$ cat config.mk
export PLATFORM = sky130hd
export DESIGN_NAME = pp_dma_seq
export DESIGN_NICKNAME = d
export VERILOG_FILES = /design/src/rtl/pp_dma_pkg.sv /design/src/rtl/pp_dma_cfg.sv /design/src/rtl/pp_dma_bufctl.sv /design/src/rtl/pp_dma_desc.sv /design/src/rtl/pp_dma_flags.sv /design/src/rtl/pp_dma_seq.sv
export SDC_FILE = /design/constraint.sdc
export NUM_CORES = 1
export LEC_CHECK = 0
export ABC_AREA = 0
export BUFFER_PORTS_ARGS = -buffer_cell sky130_fd_sc_hd__buf_2
export CORE_AREA = 2 2 76 107
export CTS_CLUSTER_DIAMETER = 60
export DETAILED_ROUTE_END_ITERATION = 16
export DIE_AREA = 0 0 78 109
export GPL_TIMING_DRIVEN = 0
export HOLD_SLACK_MARGIN = 0.12
export PLACE_DENSITY = 0.62
export SLEW_MARGIN = 30
export SYNTH_ARGS = -nofsm -noshare
export SYNTH_HDL_FRONTEND = slang
export SYNTH_SLANG_ARGS = --single-unit
$ cat constraint.sdc
create_clock -name clk -period 5.5 [get_ports clk]
set_clock_uncertainty 0.15 [all_clocks]
set_input_delay 1.1 -clock clk [delete_from_list [all_inputs] [get_ports clk]]
set_output_delay 1.1 -clock clk [all_outputs]
set_load 0.03 [all_outputs]
$ cat src/rtl/pp_dma_pkg.sv
package pp_dma_pkg;

   localparam int unsigned NBUF = 2;

   typedef enum logic [1:0] {
      BS_EMPTY = 2'd0,
      BS_ONE   = 2'd1,
      BS_TWO   = 2'd2
   } bstate_t;

   localparam int unsigned REG_CNT0 = 0;
   localparam int unsigned REG_CNT1 = 1;
   localparam int unsigned REG_CTRL = 2;
   localparam int unsigned REG_CLR  = 3;

   localparam int unsigned CFG_W = 6;

   localparam int unsigned FL_DONE = 0;
   localparam int unsigned FL_NFB  = 1;
   localparam int unsigned FL_TCS  = 2;
   localparam int unsigned FL_EOTS = 3;
   localparam int unsigned NFLAG   = 4;

   typedef struct packed {
      logic nfb_ie;
      logic done_ie;
      logic eot_en;
      logic tc_oe;
      logic ext;
      logic en;
   } cfg_t;

endpackage

$ cat src/rtl/pp_dma_cfg.sv
module pp_dma_cfg
   import pp_dma_pkg::*;
#(
   parameter int unsigned ADDR_W    = 2,
   parameter int unsigned EOT_SYNC  = 0
) (
   input  logic                  clk,
   input  logic                  rst_n,
   input  logic                  wr_en,
   input  logic [ADDR_W-1:0]     wr_addr,
   input  logic [CFG_W-1:0]      wr_low,
   input  logic                  eot_in,
   output cfg_t                  cfg,
   output logic [NFLAG-1:0]      clr,
   output logic                  eot_s
);

   logic ctrl_hit;
   logic clr_hit;

   assign ctrl_hit = wr_en && (wr_addr == ADDR_W'(REG_CTRL));
   assign clr_hit  = wr_en && (wr_addr == ADDR_W'(REG_CLR));
   assign clr      = clr_hit ? wr_low[NFLAG-1:0] : '0;

   always_ff @(posedge clk or negedge rst_n) begin
      if (!rst_n) begin
         cfg <= '0;
      end else if (ctrl_hit) begin
         cfg <= cfg_t'(wr_low);
      end
   end

   generate
      if (EOT_SYNC == 0) begin : g_eot_direct
         assign eot_s = eot_in;
      end else begin : g_eot_sync
         logic [EOT_SYNC-1:0] sync_q;
         always_ff @(posedge clk or negedge rst_n) begin
            if (!rst_n) sync_q <= '0;
            else        sync_q <= {sync_q[EOT_SYNC-1:0] , eot_in} >> 0;
         end
         assign eot_s = sync_q[EOT_SYNC-1];
      end
   endgenerate

endmodule

$ cat src/rtl/pp_dma_bufctl.sv
module pp_dma_bufctl
   import pp_dma_pkg::*;
(
   input  logic             clk,
   input  logic             rst_n,
   input  logic [NBUF-1:0]  cnt_wr,
   input  logic             fin,
   output bstate_t          state,
   output logic             active,
   output logic [NBUF-1:0]  accept,
   output logic             handover,
   output logic             finish
);

   bstate_t   nstate;
   logic      nact;
   logic [NBUF-1:0] other_mask;

   assign other_mask = active ? 2'b01 : 2'b10;

   always_comb begin
      accept   = '0;
      nstate   = state;
      nact     = active;
      handover = 1'b0;
      finish   = 1'b0;
      case (state)
         BS_EMPTY: begin
            accept = cnt_wr;
            if (|cnt_wr) begin
               nstate = BS_ONE;
               nact   = cnt_wr[1];
            end
         end
         BS_ONE: begin
            accept = cnt_wr & other_mask;
            if (fin) begin
               if (|accept) begin
                  nact     = ~active;
                  handover = 1'b1;
               end else begin
                  nstate = BS_EMPTY;
                  finish = 1'b1;
               end
            end else if (|accept) begin
               nstate = BS_TWO;
            end
         end
         default: begin
            if (fin) begin
               nstate   = BS_ONE;
               nact     = ~active;
               handover = 1'b1;
            end
         end
      endcase
   end

   always_ff @(posedge clk or negedge rst_n) begin
      if (!rst_n) begin
         state  <= BS_EMPTY;
         active <= 1'b1;
      end else begin
         state  <= nstate;
         active <= nact;
      end
   end

   // a full pair never drops straight to empty
   a_r2_two_not_empty: assert property (@(posedge clk) disable iff (!rst_n)
      (state == BS_TWO) |=> (state != BS_EMPTY));

   // handover from two loaded buffers swaps the active index
   a_r5_handover_swap: assert property (@(posedge clk) disable iff (!rst_n)
      (state == BS_TWO && fin) |=> (state == BS_ONE && active != $past(active)));

   // last buffer ending without a new load empties the channel
   a_r6_go_empty: assert property (@(posedge clk) disable iff (!rst_n)
      (state == BS_ONE && fin && cnt_wr == 2'b00) |=> (state == BS_EMPTY));

endmodule

$ cat src/rtl/pp_dma_desc.sv
module pp_dma_desc
   import pp_dma_pkg::*;
#(
   parameter int unsigned CNT_W = 16
) (
   input  logic             clk,
   input  logic             rst_n,
   input  logic [NBUF-1:0]  accept,
   input  logic [CNT_W-1:0] wr_data,
   input  logic             active,
   input  logic             dec,
   input  logic             fin,
   output logic [CNT_W-1:0] remain
);

   logic [CNT_W-1:0] cnt [NBUF];

   generate
      for (genvar i = 0; i < NBUF; i++) begin : g_desc
         logic is_act;
         assign is_act = (active == 1'(i));
         always_ff @(posedge clk or negedge rst_n) begin
            if (!rst_n) begin
               cnt[i] <= '0;
            end else if (accept[i]) begin
               cnt[i] <= wr_data;
            end else if (fin && is_act) begin
               cnt[i] <= '0;
            end else if (dec && is_act) begin
               cnt[i] <= cnt[i] - CNT_W'(1);
            end
         end
      end
   endgenerate

   assign remain = cnt[active];

endmodule

$ cat src/rtl/pp_dma_flags.sv
module pp_dma_flags
   import pp_dma_pkg::*;
(
   input  logic             clk,
   input  logic             rst_n,
   input  logic [NFLAG-1:0] set,
   input  logic [NFLAG-1:0] clr,
   input  logic             done_ie,
   input  logic             nfb_ie,
   output logic [NFLAG-1:0] flags,
   output logic             irq
);

   generate
      for (genvar i = 0; i < NFLAG; i++) begin : g_flag
         always_ff @(posedge clk or negedge rst_n) begin
            if (!rst_n) flags[i] <= 1'b0;
            else        flags[i] <= set[i] | (flags[i] & ~clr[i]);
         end

         // a clear with no coincident set drops the flag
         a_r11_clear: assert property (@(posedge clk) disable iff (!rst_n)
            (clr[i] && !set[i]) |=> !flags[i]);
      end
   endgenerate

   assign irq = (flags[FL_DONE] & done_ie) | (flags[FL_NFB] & nfb_ie);

   // finishing the last buffer raises done in the next cycle
   a_r6_done_set: assert property (@(posedge clk) disable iff (!rst_n)
      set[FL_DONE] |=> flags[FL_DONE]);

endmodule

$ cat src/rtl/pp_dma_seq.sv
module pp_dma_seq
   import pp_dma_pkg::*;
#(
   parameter int unsigned CNT_W    = 16,
   parameter int unsigned ADDR_W   = 2,
   parameter int unsigned EOT_SYNC = 0
) (
   input  logic              clk,
   input  logic              rst_n,
   input  logic              wr_en,
   input  logic [ADDR_W-1:0] wr_addr,
   input  logic [CNT_W-1:0]  wr_data,
   input  logic              xfer_stb,
   input  logic              eot_in,
   output logic              tc_out,
   output logic              irq,
   output logic [1:0]        st_state,
   output logic              st_active,
   output logic              st_next_free,
   output logic [CNT_W-1:0]  st_remain,
   output logic              st_done,
   output logic              st_nfb,
   output logic              st_tcs,
   output logic              st_eots
);

   generate
      if (CNT_W < CFG_W) begin : g_bad_cnt_w
         $error("CNT_W must cover the control register width");
      end
      if (ADDR_W < 2) begin : g_bad_addr_w
         $error("ADDR_W must address four registers");
      end
      if (EOT_SYNC > 3) begin : g_bad_sync
         $error("EOT_SYNC must be 0 to 3");
      end
   endgenerate

   cfg_t              cfg;
   logic [NFLAG-1:0]  clr;
   logic [NFLAG-1:0]  set;
   logic [NFLAG-1:0]  flags;
   logic              eot_s;
   logic [NBUF-1:0]   cnt_wr;
   logic [NBUF-1:0]   accept;
   bstate_t           state;
   logic              active;
   logic              handover;
   logic              finish;
   logic              run;
   logic              dec;
   logic              tc_end;
   logic              eot_end;
   logic              fin;
   logic              nonzero;
   logic              tc_q;

   assign nonzero = |wr_data;

   generate
      for (genvar i = 0; i < NBUF; i++) begin : g_cnt_wr
         assign cnt_wr[i] = wr_en && nonzero && (wr_addr == ADDR_W'(i));
      end
   endgenerate

   pp_dma_cfg #(.ADDR_W(ADDR_W), .EOT_SYNC(EOT_SYNC)) cfg_i (
      .clk     (clk),
      .rst_n   (rst_n),
      .wr_en   (wr_en),
      .wr_addr (wr_addr),
      .wr_low  (wr_data[CFG_W-1:0]),
      .eot_in  (eot_in),
      .cfg     (cfg),
      .clr     (clr),
      .eot_s   (eot_s)
   );

   assign run     = cfg.en && (state != BS_EMPTY);
   assign dec     = run && xfer_stb;
   assign tc_end  = dec && (st_remain == CNT_W'(1));
   assign eot_end = run && cfg.ext && cfg.eot_en && eot_s;
   assign fin     = tc_end || eot_end;

   pp_dma_bufctl ctl_i (
      .clk      (clk),
      .rst_n    (rst_n),
      .cnt_wr   (cnt_wr),
      .fin      (fin),
      .state    (state),
      .active   (active),
      .accept   (accept),
      .handover (handover),
      .finish   (finish)
   );

   pp_dma_desc #(.CNT_W(CNT_W)) desc_i (
      .clk     (clk),
      .rst_n   (rst_n),
      .accept  (accept),
      .wr_data (wr_data),
      .active  (active),
      .dec     (dec),
      .fin     (fin),
      .remain  (st_remain)
   );

   always_comb begin
      set          = '0;
      set[FL_DONE] = finish;
      set[FL_NFB]  = handover;
      set[FL_TCS]  = tc_end;
      set[FL_EOTS] = eot_end;
   end

   pp_dma_flags flags_i (
      .clk     (clk),
      .rst_n   (rst_n),
      .set     (set),
      .clr     (clr),
      .done_ie (cfg.done_ie),
      .nfb_ie  (cfg.nfb_ie),
      .flags   (flags),
      .irq     (irq)
   );

   always_ff @(posedge clk or negedge rst_n) begin
      if (!rst_n) tc_q <= 1'b0;
      else        tc_q <= tc_end && cfg.ext && cfg.tc_oe;
   end

   assign tc_out       = tc_q;
   assign st_state     = state;
   assign st_active    = active;
   assign st_next_free = (state == BS_TWO) ? active : ~active;
   assign st_done      = flags[FL_DONE];
   assign st_nfb       = flags[FL_NFB];
   assign st_tcs       = flags[FL_TCS];
   assign st_eots      = flags[FL_EOTS];

   // a zero count written while empty leaves the channel empty
   a_r3_zero_ignored: assert property (@(posedge clk) disable iff (!rst_n)
      (state == BS_EMPTY && wr_en && wr_addr < ADDR_W'(REG_CLR - 1) && wr_data == '0)
      |=> (st_state == 2'd0));

   // a strobe that does not end the buffer takes exactly one off
   a_r4_decrement: assert property (@(posedge clk) disable iff (!rst_n)
      (dec && !fin) |=> (st_remain == $past(st_remain) - CNT_W'(1)));

   // the terminal-count pulse needs external mode and output enable
   a_r8_tc_gated: assert property (@(posedge clk) disable iff (!rst_n)
      tc_out |-> $past(cfg.ext && cfg.tc_oe && state != BS_EMPTY));

   // the pulse lasts one cycle
   a_r8_tc_single: assert property (@(posedge clk) disable iff (!rst_n)
      tc_out |=> !tc_out);

endmodule

==> impl_metrics.toml, run 1 <==
[grt]
antenna_found_initial = 0
track_usage_pct = 22.60
first_global_vias = 2844
grt_max_degree = 47
grt_pass1_wl_um = 14920
overflow = 0

[power]
intPower_uw = 956.7
switchingPower_uw = 947.8
power.clock.fraction_pct = 12.0
combPwrFrac_pct = 53.2
ir_worst_vdd_uv = 333.6
pwr-share-seq_pct = 34.8
swShare_pct = 49.77
power.density_nw_per_um2 = 560.6
power.leakage_nw = 1.449

[timing]
setup_violations = 0
timing.setup.tns_ps = 0
fin_crit_sh_pct = 73.30
fin_hold_ws_ps = 331.8
tightest_slew_ps = 694.5
period_needed_ps = 4031
max_freq_mhz = 248.1
grt_setup_unrepaired = "false"
hold_viol = 0
slew_violations = 0
max-slew-margin-rel_pct = 53.21

[clock_tree]
cts_tree = "built"
path_clk_slew_ps = 100
cts-htree-levels = 2
hold_buffers = 0
cts_setup_buffers = 0
cts_root_buf = "clkbuf_8"
clock_latency_ps = 320
clock_sinks = 46
cts_resized = 0
cts.path.max_buffers = 2
cts-buffers-inserted = 5

[hold_path]
hold_path_class = "flop to flop"

[route]
drt_iter0_markers = 233
routed-via-count = 2921
wl_per_cell_um = 19.51
drc = 0
vias_per_cell = 6.073
first_pass_iters = 4
antenna_left = 0
wl_um = 9386

[floorplan]
core_um2 = 7607
io_pins = 49
die_y_um = 109
die_w_um = 78
initial_utilization_pct = 38.42
dieArea_um2 = 8502
rows = 38

[cells_and_area]
drive_gt1_share_pct = 23.36
nets = 405
syn2layout_area_growth_pct = 16.22
diodes = 0
final_util_pct = 44.65

[synthesis]
syn_nets = 349
synth_edf_count = 0
synth_cell_types = 53
synth_ff_type = "dfrtp_1"
yosys_warnings = 0
async_flop_share_pct = 100.0
avgSynthCellArea_um2 = 9.021
netlist_area_um2 = 2923
synth_cells = 324
ys_seq_area_share_pct = 39.43
synth_seq_cells = 46

[critical_path]
critical_path_class = "flop to output port"
path_max_fanout = 10
required_ps = 4250
slowest_stage = "dfstp_2"
critical-path-top-delay-family = "buffers and inverters"
cp-end-kind = "output port"
max_stage_delay_ps = 560
arrival_ps = 2780
path_cells = "buf_2 > clkbuf_1 > clkbuf_1 > mux2_2 > buf_2"
crit_buf_inv = 4
start_kind = "flop"

[placement]
dp_hpwl_um = 7047
gp_congestion = 0.9225
port_buffers = 48

[status]
status = "complete, no violations"

[run]
drv_cap = 0
## final timing paths
path | from | slack (ps) | cells after the start | end
min in group asynchronous | rst_n | 630 | 1 | desc_i.cnt[24]
hold / removal | flags_i.flags[3] | 330 | 2 | flags_i.flags[3]
max in group asynchronous | rst_n | 4140 | 1 | desc_i.cnt[15]
setup reg to reg | ctl_i.active | 2330 | 9 | desc_i.cnt[20]
hold reg to reg | flags_i.flags[3] | 330 | 2 | flags_i.flags[3]
setup / recovery | ctl_i.active | 1470 | 5 | st_remain[2]
## power by group through the flow
stage               registers (mW)  clock network (mW)  logic (mW)
finish                       0.663               0.229        1.01
floorplan                    0.643                   0       0.724
CTS                          0.655               0.231        1.01
global placement             0.657                   0       0.991
detailed placement           0.661                   0        1.00
global route                 0.683               0.242        1.10
## synthesized netlist by cell type, drive strengths merged (3+ instances only)
master / number / area, um^2
dfrtp: 45 / 1126
mux2: 20 / 225.2
nand2: 47 / 176.4
a21oi: 8 / 40.04
or2: 3 / 21.27
nor2: 24 / 90.09
inv: 5 / 18.77
o211ai: 4 / 30.03
nand2b: 7 / 43.79
nor3: 13 / 65.06
xnor2: 9 / 78.83
nor2b: 3 / 18.77
a22o: 4 / 35.03
o311ai: 5 / 43.79
nand3: 16 / 80.08
nor4: 10 / 77.57
or3: 6 / 37.54
nand3b: 4 / 30.03
xor2: 5 / 43.79
o21ai: 14 / 70.07
o31ai: 4 / 30.03
nand4: 3 / 18.77
clkbuf: 13 / 48.80
a221o: 12 / 121.4
a22oi: 3 / 22.52
or4: 6 / 48.80
## layout make-up
| type | count | area (um^2) |
|---|---|---|
| clock inverter | 3 | 23.77 |
| clock buffer | 5 | 68.82 |
| tap | 100 | 125.1 |
| multi-input combinational | 258 | 1697 |
| sequential | 46 | 1152 |
| inverter | 5 | 18.77 |
| buffer | 15 | 61.31 |
| fill | 775 | 4210 |
| timing repair buffer | 49 | 250.2 |
## tightest hold or removal path: cells and delay by family, from the launching register on
family	cells	cell delay, ps
and+or+nand+nor	2	100
DFF	1	360
## registers in the layout, indices dropped and copies added (netlist names)
name and flops:
desc_i.cnt 32, cfg_i.cfg 6, flags_i.flags 4, ctl_i.state 2, ctl_i.active 1, tc_out 1
## metal layers
metal / wire, um / global-route usage, %
met5: 0 / 0
met4: 231 / 9.398
met3: 450 / 3.063
met2: 4872 / 40.33
met1: 3830 / 27.30
## placed cells by master, fill, tap and decap left out, types with 6 or more instances in the layout
| master | n |
|---|---|
| buf_2 | 48 |
| nand2b_1 | 7 |
| nor3_1 | 13 |
| o21ai_0 | 14 |
| mux2_2 | 20 |
| clkbuf_1 | 13 |
| dfrtp_1 | 45 |
| nand3_1 | 16 |
| nor4_1 | 8 |
| nor2_1 | 24 |
| nand2_1 | 47 |
| xnor2_1 | 9 |
| or3_1 | 6 |
| a221o_1 | 11 |
| a21oi_1 | 8 |
## cells by family after synthesis
logic type / Yosys count / share of synthesized area, %
xor gates and xnor gates: 14 / 4.195
DFF: 46 / 39.43
muxes: 21 / 8.048
buffers and inverters: 20 / 2.740
AOI/OAI and AO/OA: 70 / 18.15
and+or+nand+nor: 151 / 26.58
adders and majority gates: 2 / 0.8560
## metrics by stage
stage          power, mW  cells  worst slack, ps  cell area [um^2]
6_report           1.904    481             1469              3397
3_3_place_gp       1.648    472             1302              3288
3_5_place_dp       1.664    473             1846              3304
2_1_floorplan      1.367    324             2269              2923
4_1_cts            1.894    481             1498              3397
5_1_grt            2.025    481             1359              3397
No activity file was read; power rests on OpenSTA's default activity.
==> run 2: changes to the inputs <==
--- a/config.mk
+++ b/config.mk
@@ -5,12 +5,12 @@
 export SDC_FILE = /design/constraint.sdc
 export NUM_CORES = 1
 export LEC_CHECK = 0
-export ABC_AREA = 0
+export ABC_AREA = 1
 export BUFFER_PORTS_ARGS = -buffer_cell sky130_fd_sc_hd__buf_2
-export CORE_AREA = 2 2 76 107
+export CORE_AREA = 2 2 81 115
 export CTS_CLUSTER_DIAMETER = 60
 export DETAILED_ROUTE_END_ITERATION = 16
-export DIE_AREA = 0 0 78 109
+export DIE_AREA = 0 0 83 117
 export GPL_TIMING_DRIVEN = 0
 export HOLD_SLACK_MARGIN = 0.12
 export PLACE_DENSITY = 0.62
==> constraint.sdc (replaced) <==
create_clock -name clk -period 4.1 [get_ports clk]
set_clock_uncertainty 0.15 [all_clocks]
set_input_delay 0.82 -clock clk [delete_from_list [all_inputs] [get_ports clk]]
set_output_delay 0.82 -clock clk [all_outputs]
set_load 0.03 [all_outputs]
==> run 2 against run 1 <==
  * Largest power group unchanged
  * Critical path type unchanged
  * Setup slack got worse by 16 ps
  * Final cell count grew 42%
  * Count of clock-buffer cells in the layout grew 1
  * Die area increased by 14%
  * Area after synthesis grew 16%
==> impl_metrics.toml, run 2 <==
[power]
p_total_mw = 3.014
swShare_pct = 51.95
switchingPower_mw = 1.566
pwr-share-seq_pct = 27.1
power.density_nw_per_um2 = 766.8
intPower_mw = 1.448
power.clock.fraction_pct = 14.1
ir_worst_vdd_uv = 527.7
power.leakage_nw = 2.145
combPwrFrac_pct = 58.8

[clock_tree]
clock_latency_ps = 290
cts.path.max_buffers = 2
clock_sinks = 46
path_clk_slew_ps = 70
cts_root_buf = "clkbuf_16"
cts_resized = 0
cts_tree = "built"
cts-buffers-inserted = 5
cts_setup_buffers = 0
cts-htree-levels = 2
hold_buffers = 0

[timing]
max-slew-margin-rel_pct = 59.16
max_freq_mhz = 377.7
setup_violations = 0
setup_ws_ps = 1453
slew_violations = 0
hold_viol = 0
grt_setup_unrepaired = "false"
timing.setup.tns_ps = 0
period_needed_ps = 2647
tightest_slew_ps = 612.6
fin_crit_sh_pct = 64.57

[synthesis]
async_flop_share_pct = 100.0
netlist_area_um2 = 3403
ys_top_cells_by_count = "179 x nand2_1, 74 x inv_1, 60 x nor2_1"
synth_area_leaders = "dfrtp_1 33%, nand2_1 20%, inv_1 8.2%"
yosys_warnings = 0
avgSynthCellArea_um2 = 6.520
synth_largest_area_cell = "dfrtp_1"
synth_edf_count = 0
syn_nets = 547
yosysMostFrequentCell = "nand2_1"
ys_seq_area_share_pct = 33.86
synth_ff_type = "dfrtp_1"
synth_cell_types = 34
synth.top_cell.area_share_pct = 33.09
synth_seq_cells = 46
synth_cells = 522

[critical_path]
critical_path_class = "flop to output port"
slowest_stage = "dfstp_2"
start_kind = "flop"
critical-path-top-delay-family = "buffers and inverters"
path_max_fanout = 10
crit_buf_inv = 4
max_stage_delay_ps = 580
cp-end-kind = "output port"
cp_common_cell = "buf_6"
required_ps = 3130
arrival_ps = 1680
path_cells = "buf_6 > buf_6 > buf_6 > xor2_1 > buf_2"

[grt]
antenna_found_initial = 0
grt.busiest_layer = "met2"
track_usage_pct = 20.87
grt_max_degree = 47
grt_pass1_wl_um = 16080
grtUsageMet3_pct = 2.454
first_global_vias = 3334
use_met1_pct = 25.72
overflow = 0
use_met2_pct = 37.69

[run]
drv_cap = 0

[route]
vias_per_cell = 5.034
drt_iter0_markers = 238
routed-via-count = 3448
wl_per_cell_um = 14.46
first_pass_iters = 5
wl_um = 9907
drc = 0
antenna_left = 0

[floorplan]
initial_utilization_pct = 38.80
die_y_um = 117
dieArea_um2 = 9711
core_um2 = 8772
die_w_um = 83
rows = 41
io_pins = 49

[cells_and_area]
top_regs = "desc_i.cnt (32), cfg_i.cfg (6), flags_i.flags (4)"
largest_register = "desc_i.cnt"
mostFrequentLayoutCell = "nand2_1"
final_cell_mix = "179 x nand2_1, 74 x inv_1, 60 x nor2_1"
drive_gt1_share_pct = 15.92
largest_register_ffs = 32
nets = 602
syn2layout_area_growth_pct = 15.51
diodes = 0

[placement]
dp_hpwl_um = 7738
gp_congestion = 0.9029
post-place-ws_ps = 1284
port_buffers = 48

[status]
status = "complete, no violations"

[hold_path]
hold_path_class = "flop to flop"
run 2: changes by cell type in the layout (fill, tap and decap cells not counted), sizes merged, moves of 10 or more:
cell and delta:
a221o -12, inv +70, mux2 -20, nand2 +148
nand3 +23, nor2 +38, nor4 -10, o21ai +15
xor2 +16
run 2: area by class of cell:
type                            instances  area, um^2
Timing Repair Buffer                   48       242.7
Buffer                                 13       102.6
Sequential cell                        46        1152
Clock inverter                          2       12.51
Multi-Input combinational cell        385        1856
Tap cell                              107       133.9
Fill cell                             926        4841
Inverter                               78       292.8
Clock buffer                            6       138.9
run 2: kinds of logic (layout without fill, tap and decap cells):
family	after synthesis	after routing	share of synthesized area [%]
compound gates	50	50	9.228
xor+xnor	22	22	5.662
fa+ha+maj	2	2	0.7352
buf+inv	91	147	11.62
flops	46	46	33.86
simple gates	311	311	38.90
run 2: worst paths after layout:
path                                       end  cells after the start  slack [ps]         start
worst max-delay path              st_next_free                      5        1450  ctl_i.active
worst min-delay path              cfg_i.cfg[2]                      2         340  cfg_i.cfg[2]
worst max register to register  desc_i.cnt[15]                     16        1720  ctl_i.active
worst min register to register    cfg_i.cfg[2]                      2         340  cfg_i.cfg[2]
max in group asynchronous       desc_i.cnt[31]                      1        3000         rst_n
min in group asynchronous         cfg_i.cfg[1]                      1         400         rst_n
run 2: power groups by stage:
stage | Combinational (mW) | Clock, mW | Sequential (mW)
final | 1.77 | 0.425 | 0.817
after global routing | 1.99 | 0.444 | 0.841
after detailed placement | 1.77 | 0 | 0.819
after floorplan | 1.31 | 0 | 0.814
after global placement | 1.75 | 0 | 0.818
after CTS | 1.78 | 0.426 | 0.814
run 2: routing by layer:
layer / vias to the layer above / wire, um
met1: 1588 / 4327
met4: 0 / 234
li1: 1734 / -
met2: 108 / 4873
met3: 18 / 472
met5: - / 0
run 2: stage by stage:
stage | util, % | cell area (um^2) | cells | hold WS [ps]
floorplan | - | 3403 | 522 | 303.4
global placement | 43.06 | 3777 | 677 | 320.9
detailed placement | 43.09 | 3780 | 677 | 325.9
CTS | 44.82 | 3931 | 685 | 341.8
global route | 44.82 | 3931 | 685 | 375.8
finish | 44.82 | 3931 | 685 | 342.4
run 2: worst min-delay path: stages (launching register included):
cell	delay, ps
dfrtp_1	350
nand2_1	50
o21ai_0	60
